### src/rtl/i2cdiv_pkg.sv
package i2cdiv_pkg;

  // Control from the sequencer to the datapath
  typedef struct packed {
    logic clrCnt;    // hold counter at zero
    logic wrapCnt;   // restart period at next edge
    logic loadCode;  // capture divider code into active register
  } dpCtl_t;

  // Position flags reported by the datapath
  typedef struct packed {
    logic atZero;
    logic atHalf;
    logic atHold;
    logic atWrap;
  } dpFlags_t;

  // Fixed offset of each base pair
  function automatic logic [7:0] baseOffset(input logic [2:0] idx);
    case (idx)
      3'd0, 3'd1: baseOffset = 8'd4;
      3'd2, 3'd3: baseOffset = 8'd6;
      3'd4:       baseOffset = 8'd14;
      3'd5:       baseOffset = 8'd30;
      3'd6:       baseOffset = 8'd62;
      default:    baseOffset = 8'd126;
    endcase
  endfunction

  // Per-tap step of each base pair: a power of two
  function automatic logic [7:0] baseStep(input logic [2:0] idx);
    baseStep = 8'd1 << idx;
  endfunction

  function automatic logic [3:0] sclTap(input logic [2:0] idx);
    case (idx)
      3'd0:    sclTap = 4'd9;
      3'd1:    sclTap = 4'd10;
      3'd2:    sclTap = 4'd12;
      3'd3:    sclTap = 4'd15;
      3'd4:    sclTap = 4'd5;
      3'd5:    sclTap = 4'd6;
      3'd6:    sclTap = 4'd7;
      default: sclTap = 4'd8;
    endcase
  endfunction

  function automatic logic [3:0] sdaTap(input logic [2:0] idx);
    case (idx)
      3'd0, 3'd1: sdaTap = 4'd3;
      3'd2, 3'd3: sdaTap = 4'd4;
      3'd4, 3'd5: sdaTap = 4'd1;
      default:    sdaTap = 4'd2;
    endcase
  endfunction

endpackage

### src/rtl/i2cdiv_datapath.sv
module i2cdiv_datapath
  import i2cdiv_pkg::*;
#(
  parameter int CODE_W = 8,
  parameter int CNT_W  = 12
) (
  input  logic              clk,
  input  logic              rstN,
  input  dpCtl_t            ctl,
  input  logic [CODE_W-1:0] divCode,
  output dpFlags_t          flags,
  output logic [CNT_W-1:0]  sclPeriod,
  output logic [CNT_W-1:0]  sdaHold
);

  localparam logic [CNT_W-1:0] ONE = CNT_W'(1);

  logic [CODE_W-1:0] actCode;
  logic [CNT_W-1:0]  cnt;
  logic [2:0]        baseIdx;
  logic [2:0]        tapIdx;
  logic [CNT_W-1:0]  offW, stepW, sclTapW, sdaTapW, halfTicks;

  // Active code register: only written when the sequencer allows it
  always_ff @(posedge clk or negedge rstN) begin
    if (!rstN)             actCode <= '0;
    else if (ctl.loadCode) actCode <= divCode;
  end

  // Scattered decode of the active code
  assign baseIdx = actCode[4:2];
  assign tapIdx  = {actCode[5], actCode[1:0]};

  always_comb begin
    offW      = CNT_W'(baseOffset(baseIdx));
    stepW     = CNT_W'(baseStep(baseIdx));
    sclTapW   = CNT_W'(sclTap(tapIdx));
    sdaTapW   = CNT_W'(sdaTap(tapIdx));
    halfTicks = offW + (sclTapW - ONE) * stepW + CNT_W'(2);
    sclPeriod = halfTicks << 1;
    sdaHold   = offW + (sdaTapW - ONE) * stepW + CNT_W'(3);
  end

  // Period position counter
  always_ff @(posedge clk or negedge rstN) begin
    if (!rstN)                         cnt <= '0;
    else if (ctl.clrCnt || ctl.wrapCnt) cnt <= '0;
    else                                cnt <= cnt + ONE;
  end

  always_comb begin
    flags.atZero = (cnt == '0);
    flags.atHalf = (cnt == halfTicks);
    flags.atHold = (cnt == sdaHold);
    flags.atWrap = (cnt == sclPeriod - ONE);
  end

  p_cnt_step_r4: assert property (@(posedge clk) disable iff (!rstN)
    (!ctl.clrCnt && !ctl.wrapCnt) |=> (cnt == $past(cnt) + ONE));

  p_cnt_in_range_r2: assert property (@(posedge clk) disable iff (!rstN)
    cnt < sclPeriod);

  p_idle_zero_r7: assert property (@(posedge clk) disable iff (!rstN)
    ctl.clrCnt |=> (cnt == '0));

  p_code_hold_r6: assert property (@(posedge clk) disable iff (!rstN)
    !ctl.loadCode |=> $stable(actCode));

endmodule

### src/rtl/i2cdiv_ctrl.sv
module i2cdiv_ctrl
  import i2cdiv_pkg::*;
(
  input  logic     clk,
  input  logic     rstN,
  input  logic     enable,
  input  dpFlags_t flags,
  output dpCtl_t   ctl,
  output logic     sclOut,
  output logic     sclEdgeStb,
  output logic     sdaChgStb
);

  logic highPhase;

  always_comb begin
    ctl.clrCnt   = !enable;
    ctl.wrapCnt  = enable && flags.atWrap;
    ctl.loadCode = !enable || flags.atWrap;
  end

  // Remembers that the high half has started in this period
  always_ff @(posedge clk or negedge rstN) begin
    if (!rstN)              highPhase <= 1'b0;
    else if (!enable)       highPhase <= 1'b0;
    else if (flags.atWrap)  highPhase <= 1'b0;
    else if (flags.atHalf)  highPhase <= 1'b1;
  end

  assign sclOut     = !enable || highPhase || flags.atHalf;
  assign sclEdgeStb = enable && (flags.atZero || flags.atHalf);
  assign sdaChgStb  = enable && flags.atHold;

  p_sda_low_half_r5: assert property (@(posedge clk) disable iff (!rstN)
    sdaChgStb |-> !sclOut);

  p_fall_strobed_r4: assert property (@(posedge clk) disable iff (!rstN)
    (enable && $past(enable) && $fell(sclOut)) |-> sclEdgeStb);

  p_rise_strobed_r4: assert property (@(posedge clk) disable iff (!rstN)
    (enable && $rose(sclOut)) |-> sclEdgeStb);

  p_idle_quiet_r7: assert property (@(posedge clk) disable iff (!rstN)
    !enable |=> ($past(enable) || (!sclEdgeStb && !sdaChgStb) || enable));

endmodule

### src/rtl/i2c_scl_divider.sv
module i2c_scl_divider
  import i2cdiv_pkg::*;
#(
  parameter int CODE_W = 8,
  parameter int CNT_W  = 12
) (
  input  logic              clk,
  input  logic              rstN,
  input  logic              enable,
  input  logic [CODE_W-1:0] divCode,
  output logic [CNT_W-1:0]  sclPeriod,
  output logic [CNT_W-1:0]  sdaHold,
  output logic              sclOut,
  output logic              sclEdgeStb,
  output logic              sdaChgStb
);

  dpCtl_t   ctl;
  dpFlags_t flags;

  i2cdiv_datapath #(.CODE_W(CODE_W), .CNT_W(CNT_W)) u_dp (
    .clk(clk), .rstN(rstN), .ctl(ctl), .divCode(divCode),
    .flags(flags), .sclPeriod(sclPeriod), .sdaHold(sdaHold)
  );

  i2cdiv_ctrl u_ctrl (
    .clk(clk), .rstN(rstN), .enable(enable), .flags(flags), .ctl(ctl),
    .sclOut(sclOut), .sclEdgeStb(sclEdgeStb), .sdaChgStb(sdaChgStb)
  );

  p_reset_idle_r8: assert property (@(posedge clk) !rstN |-> (sclOut && !sclEdgeStb && !sdaChgStb));

endmodule

### config.mk
export PLATFORM = sky130hd
export DESIGN_NAME = i2c_scl_divider
export DESIGN_NICKNAME = d
export VERILOG_FILES = /design/src/rtl/i2cdiv_pkg.sv /design/src/rtl/i2cdiv_datapath.sv /design/src/rtl/i2cdiv_ctrl.sv /design/src/rtl/i2c_scl_divider.sv
export SDC_FILE = /design/constraint.sdc
export NUM_CORES = 1
export LEC_CHECK = 0
export BUFFER_PORTS_ARGS = -buffer_cell sky130_fd_sc_hd__buf_2
export CAP_MARGIN = 20
export CORE_MARGIN = 2
export CORE_UTILIZATION = 60
export CTS_CLUSTER_DIAMETER = 60
export DETAILED_ROUTE_END_ITERATION = 7
export GPL_ROUTABILITY_DRIVEN = 1
export PLACE_DENSITY = 0.8
export SLEW_MARGIN = 20
export SYNTH_ARGS = -nofsm -noshare
export SYNTH_HDL_FRONTEND = slang
export SYNTH_SLANG_ARGS = --single-unit
### constraint.sdc
create_clock -name clk -period 8.6 [get_ports clk]
set_input_delay 1.29 -clock clk [delete_from_list [all_inputs] [get_ports clk]]
set_output_delay 1.29 -clock clk [all_outputs]
set_load 0.02 [all_outputs]
==> impl_metrics.csv <==
group,metric,value,unit
status,status,"finished, final reports clean",
global_routing,grt_usage,0.2326,
timing,layout_setup_ws,0.4822,ns
global_routing,grt_max_degree,20,
finish,drive_above_1_share,0.09016,
cts,clkSlewWorstSetupHoldPaths,0.08,ns
timing,fin_crit_sh,0.9439,
timing,finalCriticalPeriod,8.118,ns
cts,worstSkewPairLatency,0.26,ns
timing,fmax,123.2,MHz
yosys,yosysMostFrequentCell,"inv_1",
routing,antenna_left,0,
cts,htreeDepth,1,
cts,cts_setup_buffers,0,
critical_path,cp.arrival,6.83,ns
yosys,yosysSeqAreaShare,0.09569,
yosys,yosysTopAreaCellShare,0.3062,
global_routing,grt_pass1_wl,16680,um
finish,diodes,0,
cts,cts_buffers,3,
run,cap_violations,0,
cts,holdBufCountCts,0,
timing,worst_pin_slew,0.8773,ns
routing,drc,0,
routing,drtIter0Drc,124,
timing,clock-skew-final,0.005892,ns
power_and_ir_drop,leakage,2.729,nW
timing,rsz0062_at_grt,"no",
yosys,syn_area,4969,um2
global_routing,antenna_found_initial,0,
routing,vias,3709,
placement,place_ws,0.8222,ns
floorplanning,dieArea,9025,um2
critical_path,critical_path_required,7.31,ns
yosys,synth_area_leaders,"fa_1 31%, ha_1 12%, dfrtp_1 9.6%",
placement,dp_cells,711,
global_routing,overflow,0,
yosys,synth_commonest_cells,"126 x inv_1, 76 x fa_1, 50 x xnor2_1",
yosys,synth_edf_count,0,
finish,fin_nets,744,
cts,cts_buffer_depth,2,
power_and_ir_drop,ir_drop,318.9,uV
yosys,synth-seq-cells,19,
cts,cts_root_buf,"clkbuf_8",
timing,setup_viol_count_final,0,
finish,area_delta_synth_final,7.605,%
critical_path,worstSetupEndpointType,"output port",
routing,drt-wirelength-per-cell,13.29,um
yosys,synth_flop_cell,"dfrtp_1",
critical_path,startpoint_type,"flop",
cts,cts_tree,"built",
yosys,synth_area_leader_cell,"fa_1",
yosys,synthArstFlopShare,1.000,
timing,relSlewSlack,0.4151,
finish,stdcell_count,715,
yosys,syn_inst,559,
timing,drv_slew,0,
critical_path,crit_path_max_fanout,14,
placement,io_buffer_count,34,
floorplanning,core,8134,um2
min_path,min_path_type,"reg -> reg",
yosys,synth_cell_types,51,
timing,final_hold_viol_count,0,
cts,cts.sinks,19,
finish,finish.utilization,0.6573,
floorplanning,die_w,95,um
routing,viasPerCell,5.187,
critical_path,path_class,"reg -> out",
floorplanning,num_rows,33,
power_and_ir_drop,p_per_area,386.4,nW/um2
cts,cts_resized,0,
placement,place_hpwl,8280,um
floorplanning,boundaryPins,38,
yosys,yosysWarnings,0,
yosys,postSynthAreaPerCell,8.888,um2
global_routing,grt_pass1_vias,3894,
placement,place_congestion,0.8187,
routing,drt-pass1-iter-count,5,
timing,setup_tns,0,ns
floorplanning,chipHeight,95,um
floorplanning,initial_utilization,0.6108,
routing,routed_wl,9501,um
-- path summary, 6_finish.rpt --
path                            slack (ns)  depth (start not counted)                            to                         start
worst max-delay path                  0.48                         23                    sclEdgeStb   u_dp.actCode[5]$_DFFE_PN0P_
worst min-delay path                  0.60                          3  u_ctrl.highPhase$_DFFE_PN0P_  u_ctrl.highPhase$_DFFE_PN0P_
worst max register to register        1.40                         22   u_dp.actCode[5]$_DFFE_PN0P_   u_dp.actCode[5]$_DFFE_PN0P_
worst min register to register        0.60                          3  u_ctrl.highPhase$_DFFE_PN0P_  u_ctrl.highPhase$_DFFE_PN0P_
max in group asynchronous             7.29                          1         u_dp.cnt[7]$_DFF_PN0_                          rstN
min in group asynchronous             0.98                          1        u_dp.cnt[11]$_DFF_PN0_                          rstN
-- power breakdown --
part            total, W  leakage, nW  switching, W  internal (W)
clock network  0.0000664       0.0255     0.0000341     0.0000323
logic            0.00189         2.45       0.00110      0.000789
registers       0.000106        0.249     0.0000125     0.0000932
-- placed cells by master (no fill, tap or decap), drive strengths merged, types with 2 or more instances in the layout --
cell type | netlist | final
inv | 127 | 127
fa | 76 | 76
xnor2 | 51 | 51
ha | 46 | 46
nor2 | 38 | 38
conb | 2 | 38
buf | 3 | 34
nand2 | 30 | 30
xor2 | 27 | 27
dfrtp | 19 | 19
nor3 | 16 | 16
nand2b | 14 | 14
o21ai | 11 | 11
nand3 | 8 | 8
a21oi | 8 | 8
mux2 | 6 | 6
nor2b | 5 | 5
and3 | 5 | 5
or3 | 5 | 5
and2 | 4 | 4
nand4 | 4 | 4
nor3b | 3 | 3
or2 | 3 | 3
nor4 | 3 | 3
clkbuf | 20 | 3
nand3b | 2 | 2
a21o | 2 | 2
o31a | 2 | 2
a31oi | 2 | 2
o21a | 2 | 2
xnor3 | 2 | 2
nor4b | 2 | 2
-- worst max-delay path, cell delays in order (launching register included) --
cell and delay, ns:
dfrtp_1 0.58, nand2b_2 0.26, xor2_2 0.24, inv_2 0.12
ha_1 0.23, xnor2_1 0.56, nand2_1 0.15, fa_1 0.49
fa_1 0.56, inv_1 0.06, fa_1 0.53, inv_1 0.05
fa_1 0.52, inv_1 0.04, ha_1 0.33, o21ai_0 0.09
a21oi_1 0.08, o31a_1 0.27, a31oi_1 0.39, xnor2_1 0.18
nand4_1 0.14, or3_1 0.34, a21oi_1 0.17, buf_2 0.19
-- stage by stage --
stage	power, W	hold slack (ns)	instance area, um2
final	0.002066	0.6029	5346
after global routing	0.002290	0.6500	5346
after CTS	0.002076	0.5993	5346
after detailed placement	0.001998	0.5810	5300
after global placement	0.001938	0.5736	5300
after floorplan	0.001575	0.5349	5104
-- kinds of logic after synthesis --
logic type	after synthesis	synth area share
buffers and inverters	150	0.1171
AND/OR/NAND/NOR	144	0.1473
adder cells (fa/ha/maj)	122	0.4221
XOR/XNOR	80	0.1496
AO/OA/AOI/OAI	36	0.04860
flip-flops	19	0.09569
multiplexers	6	0.01813
other	2	0.001512
-- registers in the layout, indices dropped and copies added, names as in the netlist --
name              flops
u_ctrl.highPhase      1
u_dp.actCode          6
u_dp.cnt             12
-- routing by layer --
metal  wire (um)  track usage  vias up
met4         111      0.02536        0
met5           0            0        -
met3         358      0.02394       13
li1            -            -     1774
met1        4067       0.2865     1844
met2        4963       0.4504       78
-- layout make-up --
type,count,area [um2]
Multi-Input combinational cell,426,4046
Fill cell,642,2788
Inverter,127,476.7
Sequential cell,19,475.5
Timing Repair Buffer,34,170.2
Tap cell,105,131.4
Clock buffer,3,41.29
Clock inverter,1,5.005
(Power assumes the default switching activity.)
